**config.mk**
```make
export PLATFORM = sky130hd
export DESIGN_NAME = rx_dma_wmark_top
export DESIGN_NICKNAME = d
export VERILOG_FILES = /design/src/rtl/rxw_pkg.sv /design/src/rtl/rxw_cfg_reg.sv /design/src/rtl/rxw_byte_cnt.sv /design/src/rtl/rxw_req_ctrl.sv /design/src/rtl/rx_dma_wmark_top.sv
export SDC_FILE = /design/constraint.sdc
export NUM_CORES = 1
export LEC_CHECK = 0
export ABC_AREA = 0
export BUFFER_PORTS_ARGS = -buffer_cell sky130_fd_sc_hd__buf_2
export CAP_MARGIN = 20
export CORE_MARGIN = 2
export CORE_UTILIZATION = 39
export DETAILED_ROUTE_END_ITERATION = 10
export SYNTH_ARGS = -nofsm -noshare
export SYNTH_HDL_FRONTEND = slang
export SYNTH_SLANG_ARGS = --single-unit
```
**constraint.sdc**
```tcl
create_clock -name clk_i -period 2.4 [get_ports clk_i]
set_input_delay 0.6 -clock clk_i [delete_from_list [all_inputs] [get_ports clk_i]]
set_output_delay 0.6 -clock clk_i [all_outputs]
set_load 0.005 [all_outputs]
```
**src/rtl/rxw_pkg.sv**
```systemverilog
package rxw_pkg;
  parameter int unsigned CNT_W      = 11;
  parameter int unsigned WM_W       = 2;
  parameter int unsigned RES_W      = 2;
  parameter int unsigned SLOT_BYTES = 64;

  function automatic logic [CNT_W-1:0] wm_bytes(input logic [WM_W-1:0] code);
    logic [CNT_W-1:0] v;
    case (code)
      2'b00:   v = CNT_W'(16);
      2'b01:   v = CNT_W'(32);
      2'b10:   v = CNT_W'(64);
      default: v = CNT_W'(112);
    endcase
    return v;
  endfunction
endpackage

```
**src/rtl/rxw_cfg_reg.sv**
```systemverilog
module rxw_cfg_reg #(
  parameter int unsigned WM_W  = rxw_pkg::WM_W,
  parameter int unsigned RES_W = rxw_pkg::RES_W,
  localparam int unsigned REG_W = WM_W + RES_W
) (
  input  logic             clk_i,
  input  logic             rst_ni,
  input  logic             wr_i,
  input  logic [REG_W-1:0] wdata_i,
  input  logic             unlock_i,
  output logic [WM_W-1:0]  wm_o,
  output logic [REG_W-1:0] rdata_o
);
  localparam logic [WM_W-1:0] WM_RST = WM_W'(2);

  logic [WM_W-1:0] wm_q;
  logic            unused_res;

  assign unused_res = ^wdata_i[REG_W-1:WM_W];

  always_ff @(posedge clk_i or negedge rst_ni) begin
    if (!rst_ni)                wm_q <= WM_RST;
    else if (wr_i && unlock_i)  wm_q <= wdata_i[WM_W-1:0];
  end

  assign wm_o    = wm_q;
  assign rdata_o = {{RES_W{1'b1}}, wm_q};

  p_wm_locked_r2: assert property (@(posedge clk_i) disable iff (!rst_ni)
    (wr_i && !unlock_i) |=> $stable(wm_o));
  p_wm_write_r2: assert property (@(posedge clk_i) disable iff (!rst_ni)
    (wr_i && unlock_i) |=> (wm_o == $past(wdata_i[WM_W-1:0])));
  p_res_ones_r3: assert property (@(posedge clk_i) disable iff (!rst_ni)
    (&rdata_o[REG_W-1:WM_W]));
endmodule

```
**src/rtl/rxw_byte_cnt.sv**
```systemverilog
module rxw_byte_cnt #(
  parameter int unsigned CNT_W = rxw_pkg::CNT_W
) (
  input  logic             clk_i,
  input  logic             rst_ni,
  input  logic             start_i,
  input  logic             byte_i,
  output logic [CNT_W-1:0] cnt_o
);
  localparam logic [CNT_W-1:0] CNT_MAX = {CNT_W{1'b1}};

  logic [CNT_W-1:0] cnt_q;

  always_ff @(posedge clk_i or negedge rst_ni) begin
    if (!rst_ni)                          cnt_q <= '0;
    else if (start_i)                     cnt_q <= CNT_W'(byte_i);
    else if (byte_i && cnt_q != CNT_MAX)  cnt_q <= cnt_q + 1'b1;
  end

  assign cnt_o = cnt_q;

  p_cnt_clear_r4: assert property (@(posedge clk_i) disable iff (!rst_ni)
    (start_i && !byte_i) |=> (cnt_o == '0));
  p_cnt_step_r4: assert property (@(posedge clk_i) disable iff (!rst_ni)
    (!start_i && byte_i && cnt_o != CNT_MAX) |=> (cnt_o == $past(cnt_o) + 1'b1));
  p_cnt_sat_r4: assert property (@(posedge clk_i) disable iff (!rst_ni)
    (!start_i && cnt_o == CNT_MAX) |=> (cnt_o == CNT_MAX));
endmodule

```
**src/rtl/rxw_req_ctrl.sv**
```systemverilog
module rxw_req_ctrl #(
  parameter int unsigned CNT_W      = rxw_pkg::CNT_W,
  parameter int unsigned WM_W       = rxw_pkg::WM_W,
  parameter int unsigned SLOT_BYTES = rxw_pkg::SLOT_BYTES
) (
  input  logic             clk_i,
  input  logic             rst_ni,
  input  logic [CNT_W-1:0] cnt_i,
  input  logic [WM_W-1:0]  wm_i,
  input  logic             start_i,
  input  logic             done_i,
  input  logic             drain_i,
  input  logic             half_duplex_i,
  input  logic             runt_accept_i,
  output logic             req_o
);
  localparam logic [CNT_W-1:0] SLOT = CNT_W'(SLOT_BYTES);

  logic [CNT_W-1:0] thr, eff, limit;
  logic             hit_lvl, hit_end, set_req;
  logic             req_q, served_q;

  // slot qualification dominates unless full duplex with runt accept
  always_comb begin
    thr     = rxw_pkg::wm_bytes(wm_i);
    eff     = (thr > SLOT) ? thr : SLOT;
    limit   = (runt_accept_i && !half_duplex_i) ? thr : eff;
    hit_lvl = (cnt_i >= limit);
    hit_end = done_i && (runt_accept_i || cnt_i >= SLOT);
    set_req = !served_q && (hit_lvl || hit_end);
  end

  always_ff @(posedge clk_i or negedge rst_ni) begin
    if (!rst_ni) begin
      req_q    <= 1'b0;
      served_q <= 1'b0;
    end else if (start_i) begin
      req_q    <= 1'b0;
      served_q <= 1'b0;
    end else if (drain_i) begin
      req_q    <= 1'b0;
      served_q <= 1'b1;
    end else if (set_req) begin
      req_q    <= 1'b1;
    end
  end

  assign req_o = req_q;

  p_clear_start_r9: assert property (@(posedge clk_i) disable iff (!rst_ni)
    start_i |=> !req_o);
  p_clear_drain_r9: assert property (@(posedge clk_i) disable iff (!rst_ni)
    drain_i |=> !req_o);
  p_hold_r9: assert property (@(posedge clk_i) disable iff (!rst_ni)
    (req_o && !start_i && !drain_i) |=> req_o);
  p_rise_cause_r8: assert property (@(posedge clk_i) disable iff (!rst_ni)
    $rose(req_o) |-> ($past(done_i) || $past(cnt_i) >= CNT_W'(16)));
  p_hd_slot_r7: assert property (@(posedge clk_i) disable iff (!rst_ni)
    ($rose(req_o) && $past(half_duplex_i) && !$past(done_i)) |-> ($past(cnt_i) >= SLOT));
  p_no_runt_r5: assert property (@(posedge clk_i) disable iff (!rst_ni)
    ($rose(req_o) && !$past(runt_accept_i)) |-> ($past(cnt_i) >= SLOT));
endmodule

```
**src/rtl/rx_dma_wmark_top.sv**
```systemverilog
module rx_dma_wmark_top #(
  parameter int unsigned CNT_W      = rxw_pkg::CNT_W,
  parameter int unsigned WM_W       = rxw_pkg::WM_W,
  parameter int unsigned RES_W      = rxw_pkg::RES_W,
  parameter int unsigned SLOT_BYTES = rxw_pkg::SLOT_BYTES,
  localparam int unsigned REG_W     = WM_W + RES_W
) (
  input  logic             clk_i,
  input  logic             rst_ni,
  input  logic             cfg_wr_i,
  input  logic [REG_W-1:0] cfg_wdata_i,
  input  logic             cfg_stop_i,
  input  logic             cfg_suspend_i,
  output logic [REG_W-1:0] cfg_rdata_o,
  input  logic             half_duplex_i,
  input  logic             runt_accept_i,
  input  logic             frame_start_i,
  input  logic             byte_wr_i,
  input  logic             frame_done_i,
  input  logic             drain_done_i,
  output logic [CNT_W-1:0] frame_bytes_o,
  output logic             dma_req_o
);
  logic [WM_W-1:0]  wm;
  logic [CNT_W-1:0] cnt;

  rxw_cfg_reg #(.WM_W(WM_W), .RES_W(RES_W)) i_cfg (
    .clk_i    (clk_i),
    .rst_ni   (rst_ni),
    .wr_i     (cfg_wr_i),
    .wdata_i  (cfg_wdata_i),
    .unlock_i (cfg_stop_i | cfg_suspend_i),
    .wm_o     (wm),
    .rdata_o  (cfg_rdata_o)
  );

  rxw_byte_cnt #(.CNT_W(CNT_W)) i_cnt (
    .clk_i   (clk_i),
    .rst_ni  (rst_ni),
    .start_i (frame_start_i),
    .byte_i  (byte_wr_i),
    .cnt_o   (cnt)
  );

  rxw_req_ctrl #(.CNT_W(CNT_W), .WM_W(WM_W), .SLOT_BYTES(SLOT_BYTES)) i_req (
    .clk_i         (clk_i),
    .rst_ni        (rst_ni),
    .cnt_i         (cnt),
    .wm_i          (wm),
    .start_i       (frame_start_i),
    .done_i        (frame_done_i),
    .drain_i       (drain_done_i),
    .half_duplex_i (half_duplex_i),
    .runt_accept_i (runt_accept_i),
    .req_o         (dma_req_o)
  );

  assign frame_bytes_o = cnt;

  p_rst_idle_r1: assert property (@(posedge clk_i) disable iff (!rst_ni)
    ($past(!rst_ni) && !$past(frame_start_i) && !$past(byte_wr_i)) |-> (frame_bytes_o == '0));
endmodule

```
Yosys cells after proc, flatten, opt, wreduce, memory -nomap -nowiden
Cells that the tools add are included.

operators by class
  eq/ne operators = 3
  multiplexer cells = 10
  shifts and indexed selects = 0
  divide/modulo/power cells = 0
  multipliers = 0
  $add $sub $neg = 1
  reduce and logical (&&, ||, !) cells = 13
  magnitude comparators = 3
  bitwise logic cells = 1

operators with widths
  operator                                              number
  two-way mux 11 bit                                    3
  one-hot mux 7 bit (3 select lines)                    1
  adder 11 x 1 -> 11 bit, second input constant         1
  >= comparator 11 bit                                  1
  >= comparator 11 x 7 -> 1 bit, second input constant  1
  inequality test 11 bit, second input constant         1
  greater-than comparator 7 bit, second input constant  1
  two-way mux 7 bit                                     1
  logical AND 1 bit                                     5
  two-way mux 1 bit                                     5
  nonzero test 2 bit                                    2
  nonzero test 3 bit                                    1
  equality test 2 x 1 -> 1 bit, second input constant   1
  equality test 2 bit, second input constant            1
  zero test 1 bit                                       2
  zero test 2 bit                                       1
  logical OR 1 bit                                      2
  OR 1 bit                                              1

storage, ports and cells
  output and inout port bits = 16
  word-level logic and storage cells = 35
  ROM bits = 0
  bits of input ports = 15
  memory bits (writable) = 0
  flip-flop bits (word level) = 15
  latch bits = 0
  memories = 0

Logic depth before layout (Yosys ltp)
  depth in word-level cells = 11
  gate-level depth with buffers = 10
  gate-level depth less buffers = 10

Hierarchy
Synthesis repeated with hierarchy kept, for this count alone.

unflattened totals
  cell total of the unflattened synthesis = 103
  area total of the unflattened synthesis = 972.2 um^2

by module, submodules not included
  module            times used  area each (um^2)  sequential area each (um^2)  cells an instance
  rxw_byte_cnt      1           593.1             275.3                        62
  rxw_req_ctrl      1           261.5             50.0                         30
  rxw_cfg_reg       1           111.4             51.3                         10
  rx_dma_wmark_top  1           6.3               0.0                          1

Least setup slack after synthesis
No wires, ideal clock.

  path type = input-to-reg
  start = input port half_duplex_i
  end = register i_req.req_q, in the netlist i_req.req_o
  path slack = 0.392 ns
  buffers on the path = 0
  stages on the path = 7
  data arrival time = 1.882 ns
  setup time = 0.125 ns
  required time = 2.275 ns
  cell sequence = nand2b_1 -> mux2_2 -> ha_1 -> nand4bb_1 -> nand2_1 -> a31oi_1 -> a2111oi_0

between the ends
  longest elaborated chain between the ends = 7

ends and longest elaborated chain
  element                       line                    RTL
  start: declaration            rx_dma_wmark_top.sv:15  input logic half_duplex_i,
  zero test 1 bit               rxw_req_ctrl.sv:27      limit = (runt_accept_i && !half_duplex_i) ? thr : eff;
  logical AND 1 bit             rxw_req_ctrl.sv:27
  two-way mux 11 bit            rxw_req_ctrl.sv:27
  >= comparator 11 bit          rxw_req_ctrl.sv:28      hit_lvl = (cnt_i >= limit);
  logical OR 1 bit              rxw_req_ctrl.sv:30      set_req = !served_q && (hit_lvl || hit_end);
  logical AND 1 bit             rxw_req_ctrl.sv:30
  nonzero test 3 bit (no line)  n/a
  end signal: assignment        rxw_req_ctrl.sv:35      req_q <= 1'b0;
  end signal: assignment        rxw_req_ctrl.sv:38      req_q <= 1'b0;
  end signal: assignment        rxw_req_ctrl.sv:41      req_q <= 1'b0;
  end: declaration              rxw_req_ctrl.sv:21      logic req_q, served_q;

Every way passes these cells.
A chain may end at the register's enable or synchronous reset.

Worst setup path in the final report
  start = register i_cfg.wm_q[1], in the netlist i_cfg.wm_o[1]
  end = register i_req.req_q, in the netlist i_req.req_o

between the ends
  longest elaborated chain between the ends = 9
  elaborated cells between the ends (all ways) = 11
  classes of those cells = order compare: 2; eq/ne: 2; mux: 3; reduce/logical: 4

ends and longest elaborated chain
  element                                      line                RTL
  start: declaration                           rxw_cfg_reg.sv:16   logic [WM_W-1:0] wm_q;
  start signal: assignment                     rxw_cfg_reg.sv:23   else if (wr_i && unlock_i) wm_q <= wdata_i[WM_W-1:0];
  equality test 2 bit (tied with other cells)  rxw_pkg.sv:9        case (code)
  one-hot mux 7 bit (3 select lines) (*)       rxw_pkg.sv:9
  greater-than comparator 7 bit                rxw_req_ctrl.sv:26  eff = (thr > SLOT) ? thr : SLOT;
  two-way mux 7 bit                            rxw_req_ctrl.sv:26
  two-way mux 11 bit (*)                       rxw_req_ctrl.sv:27
  >= comparator 11 bit (*)                     rxw_req_ctrl.sv:28
  logical OR 1 bit (*)                         rxw_req_ctrl.sv:30
  logical AND 1 bit (*)                        rxw_req_ctrl.sv:30
  nonzero test 3 bit (no line) (*)             n/a

Mark *: on every way between the ends. The rest lies on a longest branch, timed or not.

==> impl_metrics.py <==
metrics = {
    "die": {
        "num_rows": 18,
        "core_area_sq_um": 2410,
        "start_util_pct": 40.1,
        "die_width_um": 53.8,
        "num_io_pins": 31,
        "dieArea_sq_um": 2890,
        "dieHeight_um": 53.8,
    },
    "pwr": {
        "power_density_nw_per_um2": 454,
        "max-vdd-ir-drop_mv": 0.266,
        "netSwitchingFraction_pct": 27.9,
        "power_frac_clock_pct": 27.7,
        "p_comb_share_pct": 17.5,
        "p_seq_share_pct": 54.8,
        "leakage_nw": 0.531,
        "p_sw_uw": 145,
        "p_int_uw": 374,
    },
    "cts": {
        "clock_latency_ns": 0.28,
        "cts_root_buf": "clkbuf_4",
        "cts_resized": 0,
        "cts_tree": "yes",
        "cts-buffers-inserted": 3,
        "cts_max_level": 1,
        "post_cts_buffers": 0,
        "cts_hold_buf": 0,
        "clk_pin_slew_ns": 0.09,
        "cts_num_sinks": 15,
        "cts_buffer_depth": 2,
    },
    "routing": {
        "wl_met2_um": 1040,
        "first_pass_iters": 4,
        "top_layer": "met4",
        "wl_met1_um": 907,
        "dr_wl_met3_um": 105,
        "vias_per_cell": 5.36,
        "drt-initial-drc-count": 14,
        "wl_per_cell_um": 13.0,
        "route.detailed.drc": 0,
        "wl_um": 2070,
        "drtAntennaViolNets": 0,
        "num_vias": 852,
    },
    "placed_design": {
        "dp_hpwl_um": 1560,
        "routabilityCongestion": 0.788,
        "placed_cell_area_sq_um": 1120,
        "portBuffers": 26,
    },
    "layout": {
        "drive_gt1_share_pct": 29.5,
        "n_antenna_cell": 0,
        "multiInputGateArea_sq_um": 534,
        "design_area_sq_um": 1140,
        "fillers": 238,
        "area_delta_synth_final_pct": 18.1,
        "register_area_sq_um": 377,
        "final_nets": 154,
    },
    "timing": {
        "fin_tns_setup_ns": 0,
        "fin_crit_ns": 2.12,
        "finalHoldViolCount": 0,
        "finalSetupViolCount": 0,
        "whs_ns": 0.214,
        "min_period_over_period_pct": 88.3,
        "rsz0062_at_grt": "false",
        "drv_slew": 0,
        "max_freq_ghz": 0.472,
        "fin_skew_ns": 0.00162,
    },
    "synth": {
        "ys_seq_area_share_pct": 38.9,
        "ys_types": 37,
        "synth_ff_type": "dfrtp_1",
        "synthCells": 101,
        "synth_seq_cells": 15,
        "yosysWarnings": 0,
        "ys_async_sr_fraction_pct": 100,
        "syn_avg_cell_area_sq_um": 9.58,
        "synth_area_sq_um": 967,
        "synth_edf_count": 0,
    },
    "critical_path": {
        "worst_ep_required_time_ns": 2.55,
        "cp_max_fo": 6,
        "end_kind": "flop",
        "worstPathArrival_ns": 2.27,
        "critPathLaunchType": "flop",
        "worstSetupPathType": "flop to flop",
    },
    "status": {
        "outcome": "completed",
    },
    "grt": {
        "grt_max_degree": 16,
        "antenna_found_initial": 0,
        "grt_pass1_wl_um": 3460,
        "overflow": 0,
        "first_global_vias": 750,
        "grtUsageTotal_pct": 16.6,
    },
    "hold_path": {
        "hold_class": "input pin to asynchronous set/reset pin",
    },
    "flow_run": {
        "cap_violations": 0,
    },
}
==> cells in the mapped netlist (all sizes together) (2+ instances only) <==
library cell / count / area [sq um]
nand2: 6 / 22.5
nand3: 4 / 25.0
nand2b: 2 / 12.5
or3: 2 / 12.5
buf: 3 / 26.3
mux2: 3 / 33.8
dfrtp: 14 / 350
inv: 8 / 30.0
ha: 9 / 113
nor2: 10 / 37.5
a21oi: 7 / 35.0
o21ai: 6 / 30.0
nor3: 2 / 15.0
mux2i: 2 / 20.0
a2111oi: 2 / 23.8
and4: 2 / 17.5
nand4: 3 / 18.8
a31oi: 2 / 12.5
==> registers in the layout, summed over array words and instances (netlist names) <==
| name | flops |
|---|---|
| i_cfg.wm_o | 2 |
| i_req.req_o | 1 |
| i_req.served_q | 1 |
| i_cnt.cnt_o | 11 |
==> per-stage QoR <==
step | worst slack (ns) | utilization (%) | std cells | power, mW
after global placement | 0.222 | 46.3 | 155 | 0.376
after global routing | 0.158 | 47.4 | 159 | 0.561
final | 0.280 | 47.4 | 159 | 0.519
after detailed placement | 0.159 | 46.3 | 155 | 0.382
after CTS | 0.256 | 47.4 | 159 | 0.532
after floorplan | 0.392 | - | 102 | 0.343
==> power by group through the flow <==
stage	sequential (mW)	combinational, mW	clock (mW)
floorplan	0.286	0.0570	0
detailed placement	0.289	0.0930	0
CTS	0.284	0.0936	0.154
finish	0.284	0.0911	0.144
global route	0.288	0.107	0.167
global placement	0.288	0.0887	0
==> worst paths after layout <==
check | from | endpoint | slack (ns) | cells past startpoint
worst min-delay path | rst_ni | i_cnt.cnt_o[8] | 0.21 | 1
worst max-delay path | i_cfg.wm_o[1] | i_req.req_o | 0.28 | 7
max in group asynchronous | rst_ni | i_cfg.wm_o[1] | 1.88 | 1
worst max register to register | i_cfg.wm_o[1] | i_req.req_o | 0.28 | 7
worst min register to register | i_req.served_q | i_req.req_o | 0.47 | 1
min in group clk_i | i_req.served_q | i_req.req_o | 0.47 | 1
==> placed cells by master, fill, tap and decap left out, types with 4 or more instances in the layout <==
| cell type | n |
|---|---|
| buf_2 | 26 |
| dfrtp_1 | 14 |
| nor2_1 | 10 |
| ha_1 | 9 |
| inv_1 | 8 |
| a21oi_1 | 7 |
| nand2_1 | 6 |
| o21ai_0 | 4 |
==> area by class of cell <==
type / count / share of cell area [%]
multi-input combinational: 75 / 46.8
tap: 30 / 3.29
clock buffer: 4 / 2.30
inverter: 8 / 2.63
timing repair buffer: 27 / 12.0
sequential: 15 / 33.0
==> routing by layer <==
| metal | track usage [%] | up-vias |
|---|---|---|
| li1 | - | 422 |
| met1 | 21.6 | 408 |
| met2 | 27.6 | 20 |
| met3 | 1.67 | 2 |
| met4 | 7.69 | 0 |
| met5 | 0 | - |
==> worst max-delay path: stages (launching register included) <==
cell and delay [ns]:
dfstp_2 0.59, ha_1 0.24, mux2_2 0.27, ha_1 0.27, nand4bb_1 0.09, nand2_1 0.08
a31oi_1 0.08, a2111oi_0 0.37
==> kinds of logic (layout without fill, tap and decap cells) <==
kind of cell | Yosys count | after routing | share of synthesized area [%]
compound gates | 22 | 22 | 15.4
xor+xnor | 1 | 1 | 0.906
fa+ha+maj | 9 | 9 | 11.6
buf+inv | 12 | 39 | 6.21
flops | 15 | 15 | 38.9
mux | 5 | 5 | 5.56
other cells | 1 | 2 | 0.388
simple gates | 36 | 36 | 21.0
Power figures use the tool's default switching activity.
